[src/rtl/keyed_wdog_pkg.sv]
package keyed_wdog_pkg;

  // register byte offsets
  localparam logic [7:0] OFS_CNT_LO = 8'h10;
  localparam logic [7:0] OFS_CNT_HI = 8'h14;
  localparam logic [7:0] OFS_PER_LO = 8'h18;
  localparam logic [7:0] OFS_PER_HI = 8'h1C;
  localparam logic [7:0] OFS_TCTL   = 8'h20;
  localparam logic [7:0] OFS_GCTL   = 8'h24;
  localparam logic [7:0] OFS_WCTL   = 8'h28;

  // control word fields
  localparam int WC_EN_BIT   = 14;
  localparam int WC_FLAG_BIT = 15;
  localparam int WC_KEY_LSB  = 16;
  localparam int TC_MODE_LSB = 6;

  localparam logic [15:0] KEY_OPEN   = 16'hA5C6;
  localparam logic [15:0] KEY_COMMIT = 16'hDA7E;
  localparam logic [1:0]  GC_MODE_WDOG = 2'd2;

  typedef enum logic [2:0] {
    WD_IDLE = 3'd0,
    WD_OPEN = 3'd1,
    WD_LIVE = 3'd2,
    WD_SVC  = 3'd3,
    WD_TRIP = 3'd4
  } wd_state_e;

endpackage

[src/rtl/keyed_wdog_fsm.sv]
module keyed_wdog_fsm
  import keyed_wdog_pkg::*;
(
  input  logic        clk,
  input  logic        rst_n,
  input  logic        key_wr,
  input  logic [15:0] key_val,
  input  logic        en_bit,
  input  logic        expire,
  output wd_state_e   state,
  output logic        pet,
  output logic        trip
);

  wd_state_e state_q, state_d;

  always_comb begin
    state_d = state_q;
    pet     = 1'b0;
    trip    = 1'b0;
    case (state_q)
      WD_IDLE: begin
        if (key_wr && en_bit && (key_val == KEY_OPEN)) state_d = WD_OPEN;
      end
      WD_OPEN: begin
        if (key_wr) begin
          if (key_val == KEY_COMMIT) state_d = WD_LIVE;
          else begin
            state_d = WD_TRIP;
            trip    = 1'b1;
          end
        end
      end
      WD_LIVE: begin
        if (expire) begin
          state_d = WD_TRIP;
          trip    = 1'b1;
        end else if (key_wr) begin
          if (key_val == KEY_OPEN) state_d = WD_SVC;
          else begin
            state_d = WD_TRIP;
            trip    = 1'b1;
          end
        end
      end
      WD_SVC: begin
        // expiry wins over a commit key landing in the same cycle
        if (expire) begin
          state_d = WD_TRIP;
          trip    = 1'b1;
        end else if (key_wr) begin
          if (key_val == KEY_COMMIT) begin
            state_d = WD_LIVE;
            pet     = 1'b1;
          end else begin
            state_d = WD_TRIP;
            trip    = 1'b1;
          end
        end
      end
      WD_TRIP: state_d = WD_TRIP;
      default: state_d = WD_IDLE;
    endcase
  end

  always_ff @(posedge clk or negedge rst_n) begin
    if (!rst_n) state_q <= WD_IDLE;
    else        state_q <= state_d;
  end

  assign state = state_q;

endmodule

[src/rtl/keyed_wdog_ctr.sv]
module keyed_wdog_ctr #(
  parameter int HALF_W = 32,
  parameter int NHALF  = 2,
  localparam int CNT_W = HALF_W * NHALF
) (
  input  logic              clk,
  input  logic              rst_n,
  input  logic              run,
  input  logic              clr,
  input  logic [NHALF-1:0]  wr_half,
  input  logic [HALF_W-1:0] wr_data,
  input  logic [CNT_W-1:0]  limit,
  output logic [CNT_W-1:0]  count,
  output logic              at_limit
);

  logic [CNT_W-1:0] cnt_w;
  logic [CNT_W-1:0] cnt_inc;
  logic             step;

  assign at_limit = (cnt_w == limit);
  assign step     = run && !at_limit;
  assign cnt_inc  = cnt_w + {{(CNT_W-1){1'b0}}, 1'b1};

  for (genvar h = 0; h < NHALF; h++) begin : g_half
    logic [HALF_W-1:0] half_q, half_d;
    logic              half_ld;

    always_comb begin
      half_ld = clr || step || wr_half[h];
      if (clr)             half_d = '0;
      else if (wr_half[h]) half_d = wr_data;
      else                 half_d = cnt_inc[h*HALF_W +: HALF_W];
    end

    always_ff @(posedge clk or negedge rst_n) begin
      if (!rst_n)       half_q <= '0;
      else if (half_ld) half_q <= half_d;
    end

    assign cnt_w[h*HALF_W +: HALF_W] = half_q;
  end

  assign count = cnt_w;

endmodule

[src/rtl/keyed_wdog_pulse.sv]
module keyed_wdog_pulse #(
  parameter int LEN = 4,
  localparam int CW = (LEN > 1) ? $clog2(LEN) : 1
) (
  input  logic clk,
  input  logic rst_n,
  input  logic fire,
  output logic pulse
);

  logic [CW-1:0] cnt_q, cnt_d;
  logic          out_q, out_d;

  always_comb begin
    cnt_d = cnt_q;
    out_d = out_q;
    if (fire) begin
      out_d = 1'b1;
      cnt_d = CW'(LEN - 1);
    end else if (out_q) begin
      if (cnt_q != '0) cnt_d = cnt_q - 1'b1;
      else             out_d = 1'b0;
    end
  end

  always_ff @(posedge clk or negedge rst_n) begin
    if (!rst_n) begin
      cnt_q <= '0;
      out_q <= 1'b0;
    end else begin
      cnt_q <= cnt_d;
      out_q <= out_d;
    end
  end

  assign pulse = out_q;

endmodule

[src/rtl/keyed_wdog.sv]
module keyed_wdog
  import keyed_wdog_pkg::*;
#(
  parameter int ADDR_W    = 6,
  parameter int PULSE_LEN = 4
) (
  input  logic              clk,
  input  logic              rst_n,
  input  logic              bus_en,
  input  logic              bus_we,
  input  logic [ADDR_W-1:0] bus_addr,
  input  logic [31:0]       bus_wdata,
  output logic [31:0]       bus_rdata,
  output logic              sys_rst_req
);

  localparam int HALF_W = 32;
  localparam int NHALF  = 2;
  localparam int CNT_W  = HALF_W * NHALF;

  // reset: asserted asynchronously, released on the clock
  logic [1:0] rsync_q;
  logic       rst_core_n;

  always_ff @(posedge clk or negedge rst_n) begin
    if (!rst_n) rsync_q <= 2'b00;
    else        rsync_q <= {rsync_q[0], 1'b1};
  end
  assign rst_core_n = rsync_q[1];

  // decode
  wd_state_e         state;
  logic              wr, cfg_wr, armed, key_wr;
  logic              run, cfg_ok, expire, pet, trip, at_limit;
  logic [NHALF-1:0]  cnt_wr;
  logic [CNT_W-1:0]  period, count;
  logic [1:0]        tctl_q;
  logic [3:0]        gctl_q;
  logic [15:0]       key_val;

  assign wr      = bus_en && bus_we;
  assign armed   = (state != WD_IDLE);
  assign cfg_wr  = wr && !armed;
  assign key_wr  = wr && (bus_addr == ADDR_W'(OFS_WCTL));
  assign key_val = bus_wdata[WC_KEY_LSB +: 16];

  for (genvar h = 0; h < NHALF; h++) begin : g_per
    logic              ld;
    logic [HALF_W-1:0] q;
    assign ld = cfg_wr && (bus_addr == ADDR_W'(OFS_PER_LO + 8'(4*h)));
    always_ff @(posedge clk or negedge rst_core_n) begin
      if (!rst_core_n) q <= '0;
      else if (ld)     q <= bus_wdata;
    end
    assign period[h*HALF_W +: HALF_W] = q;
    assign cnt_wr[h] = cfg_wr && (bus_addr == ADDR_W'(OFS_CNT_LO + 8'(4*h)));
  end

  logic tctl_ld, gctl_ld;
  assign tctl_ld = cfg_wr && (bus_addr == ADDR_W'(OFS_TCTL));
  assign gctl_ld = cfg_wr && (bus_addr == ADDR_W'(OFS_GCTL));

  always_ff @(posedge clk or negedge rst_core_n) begin
    if (!rst_core_n)  tctl_q <= 2'b00;
    else if (tctl_ld) tctl_q <= bus_wdata[TC_MODE_LSB +: 2];
  end

  always_ff @(posedge clk or negedge rst_core_n) begin
    if (!rst_core_n)  gctl_q <= 4'h0;
    else if (gctl_ld) gctl_q <= bus_wdata[3:0];
  end

  assign cfg_ok = (gctl_q[1:0] == 2'b11) && (gctl_q[3:2] == GC_MODE_WDOG) &&
                  (tctl_q != 2'b00);
  assign run    = ((state == WD_LIVE) || (state == WD_SVC)) && cfg_ok;
  assign expire = run && at_limit;

  keyed_wdog_fsm u_fsm (
    .clk     (clk),
    .rst_n   (rst_core_n),
    .key_wr  (key_wr),
    .key_val (key_val),
    .en_bit  (bus_wdata[WC_EN_BIT]),
    .expire  (expire),
    .state   (state),
    .pet     (pet),
    .trip    (trip)
  );

  keyed_wdog_ctr #(.HALF_W(HALF_W), .NHALF(NHALF)) u_ctr (
    .clk      (clk),
    .rst_n    (rst_core_n),
    .run      (run),
    .clr      (pet),
    .wr_half  (cnt_wr),
    .wr_data  (bus_wdata),
    .limit    (period),
    .count    (count),
    .at_limit (at_limit)
  );

  keyed_wdog_pulse #(.LEN(PULSE_LEN)) u_pulse (
    .clk   (clk),
    .rst_n (rst_core_n),
    .fire  (trip),
    .pulse (sys_rst_req)
  );

  // read path
  always_comb begin
    bus_rdata = '0;
    if (bus_en && !bus_we) begin
      case (bus_addr)
        ADDR_W'(OFS_CNT_LO): bus_rdata = count[31:0];
        ADDR_W'(OFS_CNT_HI): bus_rdata = count[63:32];
        ADDR_W'(OFS_PER_LO): bus_rdata = period[31:0];
        ADDR_W'(OFS_PER_HI): bus_rdata = period[63:32];
        ADDR_W'(OFS_TCTL):   bus_rdata[TC_MODE_LSB +: 2] = tctl_q;
        ADDR_W'(OFS_GCTL):   bus_rdata[3:0] = gctl_q;
        ADDR_W'(OFS_WCTL): begin
          bus_rdata[WC_EN_BIT]   = armed;
          bus_rdata[WC_FLAG_BIT] = (state == WD_TRIP);
        end
        default: bus_rdata = '0;
      endcase
    end
  end

endmodule

[config.mk]
export PLATFORM = sky130hd
export DESIGN_NAME = keyed_wdog
export DESIGN_NICKNAME = d
export VERILOG_FILES = /design/src/rtl/keyed_wdog_pkg.sv /design/src/rtl/keyed_wdog_fsm.sv /design/src/rtl/keyed_wdog_ctr.sv /design/src/rtl/keyed_wdog_pulse.sv /design/src/rtl/keyed_wdog.sv
export SDC_FILE = /design/constraint.sdc
export NUM_CORES = 1
export LEC_CHECK = 0
export BUFFER_PORTS_ARGS = -buffer_cell sky130_fd_sc_hd__buf_4
export CORE_ASPECT_RATIO = 1.75
export CORE_MARGIN = 2
export CORE_UTILIZATION = 65
export CTS_CLUSTER_DIAMETER = 30
export DETAILED_ROUTE_END_ITERATION = 10
export PLACE_DENSITY = 0.83
export SYNTH_ARGS = -nofsm -noshare
export SYNTH_HDL_FRONTEND = slang
export SYNTH_SLANG_ARGS = --single-unit
[constraint.sdc]
create_clock -name clk -period 7.6 [get_ports clk]
set_input_delay 0.76 -clock clk [delete_from_list [all_inputs] [get_ports clk]]
set_output_delay 0.76 -clock clk [all_outputs]
set_load 0.01 [all_outputs]
==> metrics.md, run 1 <==
| Metric | Value |
|---|---|
| Ys flop type | dfrtp_1 |
| Root buffer cell | clkbuf_16 |
| First-pass GRT wire length | 53,600 um |
| Fmax | 261 MHz |
| Ratio of cells with drive above 1 in the final layout | 22.3% |
| Fin nets | 1,077 |
| Post-synth top area share | 37.3% |
| Total CTS buffers | 17 |
| Register area share after synthesis | 37.3% |
| Dominant cells by area after synthesis | dfrtp_1 37%, mux2_2 8.6%, xnor2_1 6.0% |
| Setup CP Type | reg2reg |
| Startpoint types | flip-flop |
| Max cap viols | 0 |
| Worst EP arrival | 4.13 ns |
| Fin util | 73.8% |
| CTS tree | done |
| Synth cell count leaders | 142 x dfrtp_1, 123 x nand2_1, 73 x mux2_2 |
| Final Hold Fails | 0 |
| DRC errors left | 0 |
| Layout Skew | 0.0126 ns |
| Starting density of the core | 66.3% |
| Via count | 9,161 |
| Die area | 15,700 um2 |
| Hold buffer count at CTS | 0 |
| CP Cell Sequence | xnor2_1 -> nand4_1 -> nor4_1 -> nand4_1 -> nor2_4 -> nor2_1 -> o311ai_0 |
| # rows | 58 |
| Routed len/inst | 28.5 um |
| Synth Instances | 1,007 |
| Setup tns final | 0 ns |
| Yosys reg bits | 142 |
| Max Slew Vio Count | 0 |
| Die H | 164 um |
| HPWL after DPL | 24,700 um |
| Grt ovf | 0 |
| Number of synthesized flops with an enable pin | 0 |
| Gr usage total | 46.6% |
| Cts repair resizes | 0 |
| Iteration-0 DRC count of the detailed router | 1,025 |
| Post-layout min period | 3.83 ns |
| H-tree depth | 4 |
| Synth Cell Area | 9530 um2 |
| Status | finished clean |
| Clk_lat worst skew | 0.43 ns |
| Routed wire length | 34,900 um |
| FFs w/ async S/R, synth | 100% |
| Post-DR vias/cell | 7.47 |
| Area grow syn2layout | 11.2% |
| Post-synth top area cell | dfrtp_1 |
| Final setup fails | 0 |
| Core ar. | 14,400 um2 |
| CP endpoint kind | flip-flop |
| CTS sink cnt | 142 |
| Syn Nets | 1,051 |
| Die Wd | 95.5 um |
| PD cells | 158 nW/um2 |
| Antenna Cells | 0 |
| GP Congestion | 1.04 |
| Pin count of the biggest net entering global routing | 74 |
| Slew HR | 16.6% |
| Most frequent CP cell | nand4_1 |
| Initial DRT Pass Iterations | 10 |
| Worst hold-check path type | in2async |
| Yosys warns | 0 |
| Leak | 4.35 nW |
| Avg Inst Size Synth | 9.47 um2 |
| Initial antenna violation count | 0 |
| CTS max path bufs | 2 |
| Crit-path slowest cell | nor2_4 |
| RSZ-0062 raised after global routing | false |
| Distinct cell type count after synthesis | 77 |
| Post-CTS setup buffers | 0 |
| Worst-Margin Slew | 1.25 ns |
| Max stage delay on crit path | 0.59 ns |
| Number of buffers added on ports | 74 |
| WP data required | 7.89 ns |
| CTS clk-pin slew, worst paths | 0.06 ns |
| Most frequent cell after synthesis | dfrtp_1 |
| Peak supply drop | 130 uV |
| I/O Pins | 75 |
| Crit-path max FO | 20 |
| Vias in the first global route | 9,109 |
| Post-DRT Antenna Nets | 0 |
| Fin crit share | 50.4% |
cell families (layout without fill, tap and decap cells):
logic type	Yosys count	in the layout	synth area share (%)
adder cells (fa/ha/maj)	2	2	0.262
other	1	1	0.0393
buffers and inverters	88	127	4.57
multiplexers	104	104	15.1
flip-flops	142	142	37.3
AND/OR/NAND/NOR	412	412	23.1
XOR/XNOR	65	65	5.97
AO/OA/AOI/OAI	193	193	13.7
per-layer routing:
layer  vias up  global-route usage [%]  part of all wire (%)
met5         -                       0                     0
met4         0                    37.3                    11
met3       225                    10.6                    10
met2       682                    71.6                    46
met1      4418                    54.9                    33
li1       3836                       -                     -
state kept, by name, summed over array words and instances, names as in the netlist:
| name | cells |
|---|---|
| gctl_q | 4 |
| u_fsm.state | 3 |
| u_ctr.g_half.half_q | 64 |
| u_pulse.pulse | 1 |
| u_pulse.cnt_q | 2 |
| g_per.q | 64 |
| rsync_q | 2 |
| tctl_q | 2 |
critical path, delay by kind of cell (launching register included):
family,cells,cell delay (ns)
AO/OA/AOI/OAI,1,0.42
AND/OR/NAND/NOR,5,2.21
XOR/XNOR,1,0.56
flip-flops,1,0.49
power by group:
group / switching, mW / internal (mW) / leakage, nW / total, mW
Combinational: 0.0492 / 0.0307 / 2.21 / 0.0800
Clock: 0.364 / 0.466 / 0.276 / 0.830
Sequential: 0.00979 / 0.757 / 1.86 / 0.767
Total: 0.423 / 1.25 / 4.35 / 1.68
final timing paths:
| kind | start | endpoint | slack (ns) | depth (start not counted) |
|---|---|---|---|---|
| min reg2reg | rsync_q[0] | rsync_q[1] | 0.36 | 0 |
| max in group asynchronous | rsync_q[1] | u_ctr.g_half[1].half_q[7] | 5.60 | 1 |
| min | rst_n | rsync_q[1] | 0.1 | 1 |
| max | u_ctr.g_half[0].half_q[11] | u_ctr.g_half[1].half_q[26] | 3.77 | 7 |
| max reg2reg | u_ctr.g_half[0].half_q[11] | u_ctr.g_half[1].half_q[26] | 3.77 | 7 |
| min in group clk | rsync_q[0] | rsync_q[1] | 0.36 | 0 |
placed cells by master, fill, tap and decap left out, types with 8 or more instances in the layout:
master,synthesis,final
a21oi_1,30,30
a22oi_1,11,11
a31oi_1,19,19
and2_1,8,8
and3_1,41,41
buf_4,3,86
clkbuf_16,0,17
dfrtp_1,142,141
inv_1,9,9
mux2_2,73,73
mux4_2,23,23
nand2_1,123,123
nand3_1,43,43
nand4_1,38,38
nand4b_1,9,9
nor2_1,61,60
nor3_1,17,16
nor4_1,11,11
o211ai_1,26,26
o21ai_0,43,43
o311ai_0,18,18
or3_1,14,14
xnor2_1,65,65
layout make-up:
cell class	instances	area, um2
Tap cell	180	225
Fill cell	1134	3770
Inverter	9	33.8
Clock buffer	19	443
Clock inverter	13	131
Sequential cell	142	3560
Timing Repair Buffer	86	646
Multi-Input combinational cell	777	5560
per-stage QoR:
step	std cells	instance area (um2)	worst slack (ns)	hold WS, ns	total power, mW
3_5_place_dp	1194	10000	3.78	0.340	0.859
2_1_floorplan	1007	9530	3.35	0.331	0.811
5_1_grt	1226	10600	3.70	0.0961	1.72
3_3_place_gp	1194	10000	3.77	0.344	0.859
6_report	1226	10600	3.77	0.0957	1.68
4_1_cts	1226	10600	4.02	0.101	1.67
No activity file was read; power rests on OpenSTA's default activity.
==> inputs of run 2 (changes only) <==
Settings changed: CORE_UTILIZATION 65 to 55, PLACE_DENSITY 0.83 to 0.75.
Clock period 7.6 ns to 3.1 ns, I/O delays scaled along.
==> run 2 against run 1 <==
Net effect:
- clock skew shrank 0.0039 ns
- sequential share of layout area shrank 2.4 points
- first-iteration DRC count shrank 7.3%
- sequential power grew 150%
- largest power group unchanged
- total power grew to 2.6 times the previous value
- setup slack lost 3.5 ns
- sequential cell count is the same
- highest routed layer unchanged
==> metrics.md, run 2 (synthesis gave the netlist of run 1 again) <==
| Metric | Value |
|---|---|
| Status | finished clean |
| Fmax | 353 MHz |
| I/O Pins | 75 |
| Starting density of the core | 56.2% |
| Regs by FF count | g_per.q: 64 flops, u_ctr.g_half.half_q: 64 flops, gctl_q: 4 flops |
| Final setup fails | 0 |
| Die area | 18,400 um2 |
| Final WS setup | 0.266 ns |
| Dpl cells | 1,323 |
| Hold slack | 0.100 ns |
| Slew HR | 50.4% |
| Gr usage total | 41.3% |
| Max stage delay on crit path | 0.49 ns |
| Pin count of the biggest net entering global routing | 61 |
| WP data required | 3.39 ns |
| First-pass GRT wire length | 56,400 um |
| Initial DRT Pass Iterations | 6 |
| Non-Filler Instances | 1,356 |
| Crit-path max FO | 6 |
| Max Slew Vio Count | 0 |
| Number of buffers added on ports | 74 |
| Final Hold Fails | 0 |
| Fin crit share | 91.4% |
| Most frequent CP cell | buf_4 |
| Worst setup path end | u_ctr.g_half[0].half_q[23] |
| Iteration-0 DRC count of the detailed router | 950 |
| H-tree depth | 4 |
| Routed wire length | 37,500 um |
| Crit path from | g_per[0].q[1] |
| Worst slack, placed | 0.376 ns |
| Worst hold-check path type | in2reg |
| Peak supply drop | 509 uV |
| Setup CP Type | reg2reg |
| Total CTS buffers | 17 |
| RR Startpoint | g_per[0].q[1] |
| CTS sink cnt | 142 |
| Post-layout min period | 2.83 ns |
| Routed len/inst | 27.7 um |
| Fin util | 67.3% |
| DRC errors left | 0 |
| Crit-path slowest cell | o311ai_0 |
| Fin nets | 1,160 |
| CTS clk-pin slew, worst paths | 0.06 ns |
| Post-DR vias/cell | 6.93 |
| Hold path depth | 3 |
| Post-CTS setup buffers | 0 |
| R2R cell count | 9 |
| Antenna Cells | 0 |
| Worst EP arrival | 3.13 ns |
| GP Congestion | 1.02 |
| Commonest non-fill, non-tap cell in the layout | buf_4 |
| Setup tns final | 0 ns |
| CTS max path bufs | 2 |
| Die H | 178 um |
| Grt ovf | 0 |
| # rows | 63 |
| CP Cell Sequence | xnor2_1 -> buf_4 -> nand4_1 -> nor4_1 -> buf_4 -> and4_2 -> nor3_2 -> nand2_1 -> o311ai_0 |
| Leak | 4.81 nW |
| Root buffer cell | clkbuf_16 |
| Post-DRT Antenna Nets | 0 |
| Reg2reg setup slack | 0.27 ns |
| CP endpoint kind | flip-flop |
| Layout Skew | 0.00873 ns |
| Worst R2R End | u_ctr.g_half[0].half_q[23] |
| Via count | 9,399 |
| Worst-Margin Slew | 0.744 ns |
| HPWL after DPL | 27,900 um |
| # fillers | 1,388 |
| RSZ-0062 raised after global routing | false |
| Clk_lat worst skew | 0.45 ns |
| Core ar. | 16,900 um2 |
| CTS tree | done |
| Max cap viols | 0 |
| Initial antenna violation count | 0 |
| Area grow syn2layout | 19.7% |
| Ratio of cells with drive above 1 in the final layout | 28.1% |
| Startpoint types | flip-flop |
| Most frequent cells in the layout | 164 x buf_4, 141 x dfrtp_1, 123 x nand2_1, 73 x mux2_2, 65 x xnor2_1 |
| Die Wd | 104 um |
| Vias in the first global route | 9,305 |
| PD cells | 382 nW/um2 |
==> run 2: routing by layer <==
| layer | vias to the layer above | GRT usage, % | part of all wire, % |
|---|---|---|---|
| met2 | 588 | 71.1 | 49 |
| met5 | - | 0 | 0 |
| met3 | 189 | 9.72 | 8.8 |
| li1 | 4014 | - | - |
| met4 | 0 | 29.4 | 8.4 |
| met1 | 4608 | 44.6 | 33 |
==> run 2: layout make-up <==
type / count / area [um2] / share of cell area (%)
Clock buffer: 22 / 494 / 4.33
Clock inverter: 10 / 158 / 1.38
Inverter: 9 / 33.8 / 0.296
Multi-Input combinational cell: 777 / 5560 / 48.8
Sequential cell: 142 / 3560 / 31.2
Tap cell: 227 / 284 / 2.49
Timing Repair Buffer: 169 / 1320 / 11.6
==> run 2: critical path: cells and delay by family, from the launching register on <==
kind	cells	cell delay, ns
compound gates	1	0.49
simple gates	5	1.21
buf+inv	2	0.35
xor+xnor	1	0.23
flops	1	0.41
==> run 2: stage by stage <==
step / area, um2 / power, mW
2_1_floorplan: 9530 / 1.99
3_3_place_gp: 10800 / 2.12
3_5_place_dp: 10800 / 2.12
4_1_cts: 11400 / 4.37
5_1_grt: 11400 / 4.46
6_report: 11400 / 4.36
==> run 2: power by group <==
part	internal [mW]	switching, mW
combinational	0.0838	0.129
sequential	1.86	0.0180
clock	1.45	0.824
==> run 2: worst min path at each step <==
stage | endpoint | start | slack (ns)
after floorplan | rsync_q[0] | rst_n | 0.01
after global placement | rsync_q[0] | rst_n | 0.09
after detailed placement | rsync_q[0] | rst_n | 0.09
after CTS | u_ctr.g_half[0].half_q[9] | bus_wdata[9] | 0.1
after global routing | u_ctr.g_half[0].half_q[10] | bus_wdata[10] | 0.12
final | u_ctr.g_half[0].half_q[9] | bus_wdata[9] | 0.10
==> run 2: what timing repair did <==
| action | in CTS | in global routing |
|---|---|---|
| hold endpoints to repair | 2 | 0 |
| hold buffers | 1 | 0 |
| resized for setup | 0 | 0 |
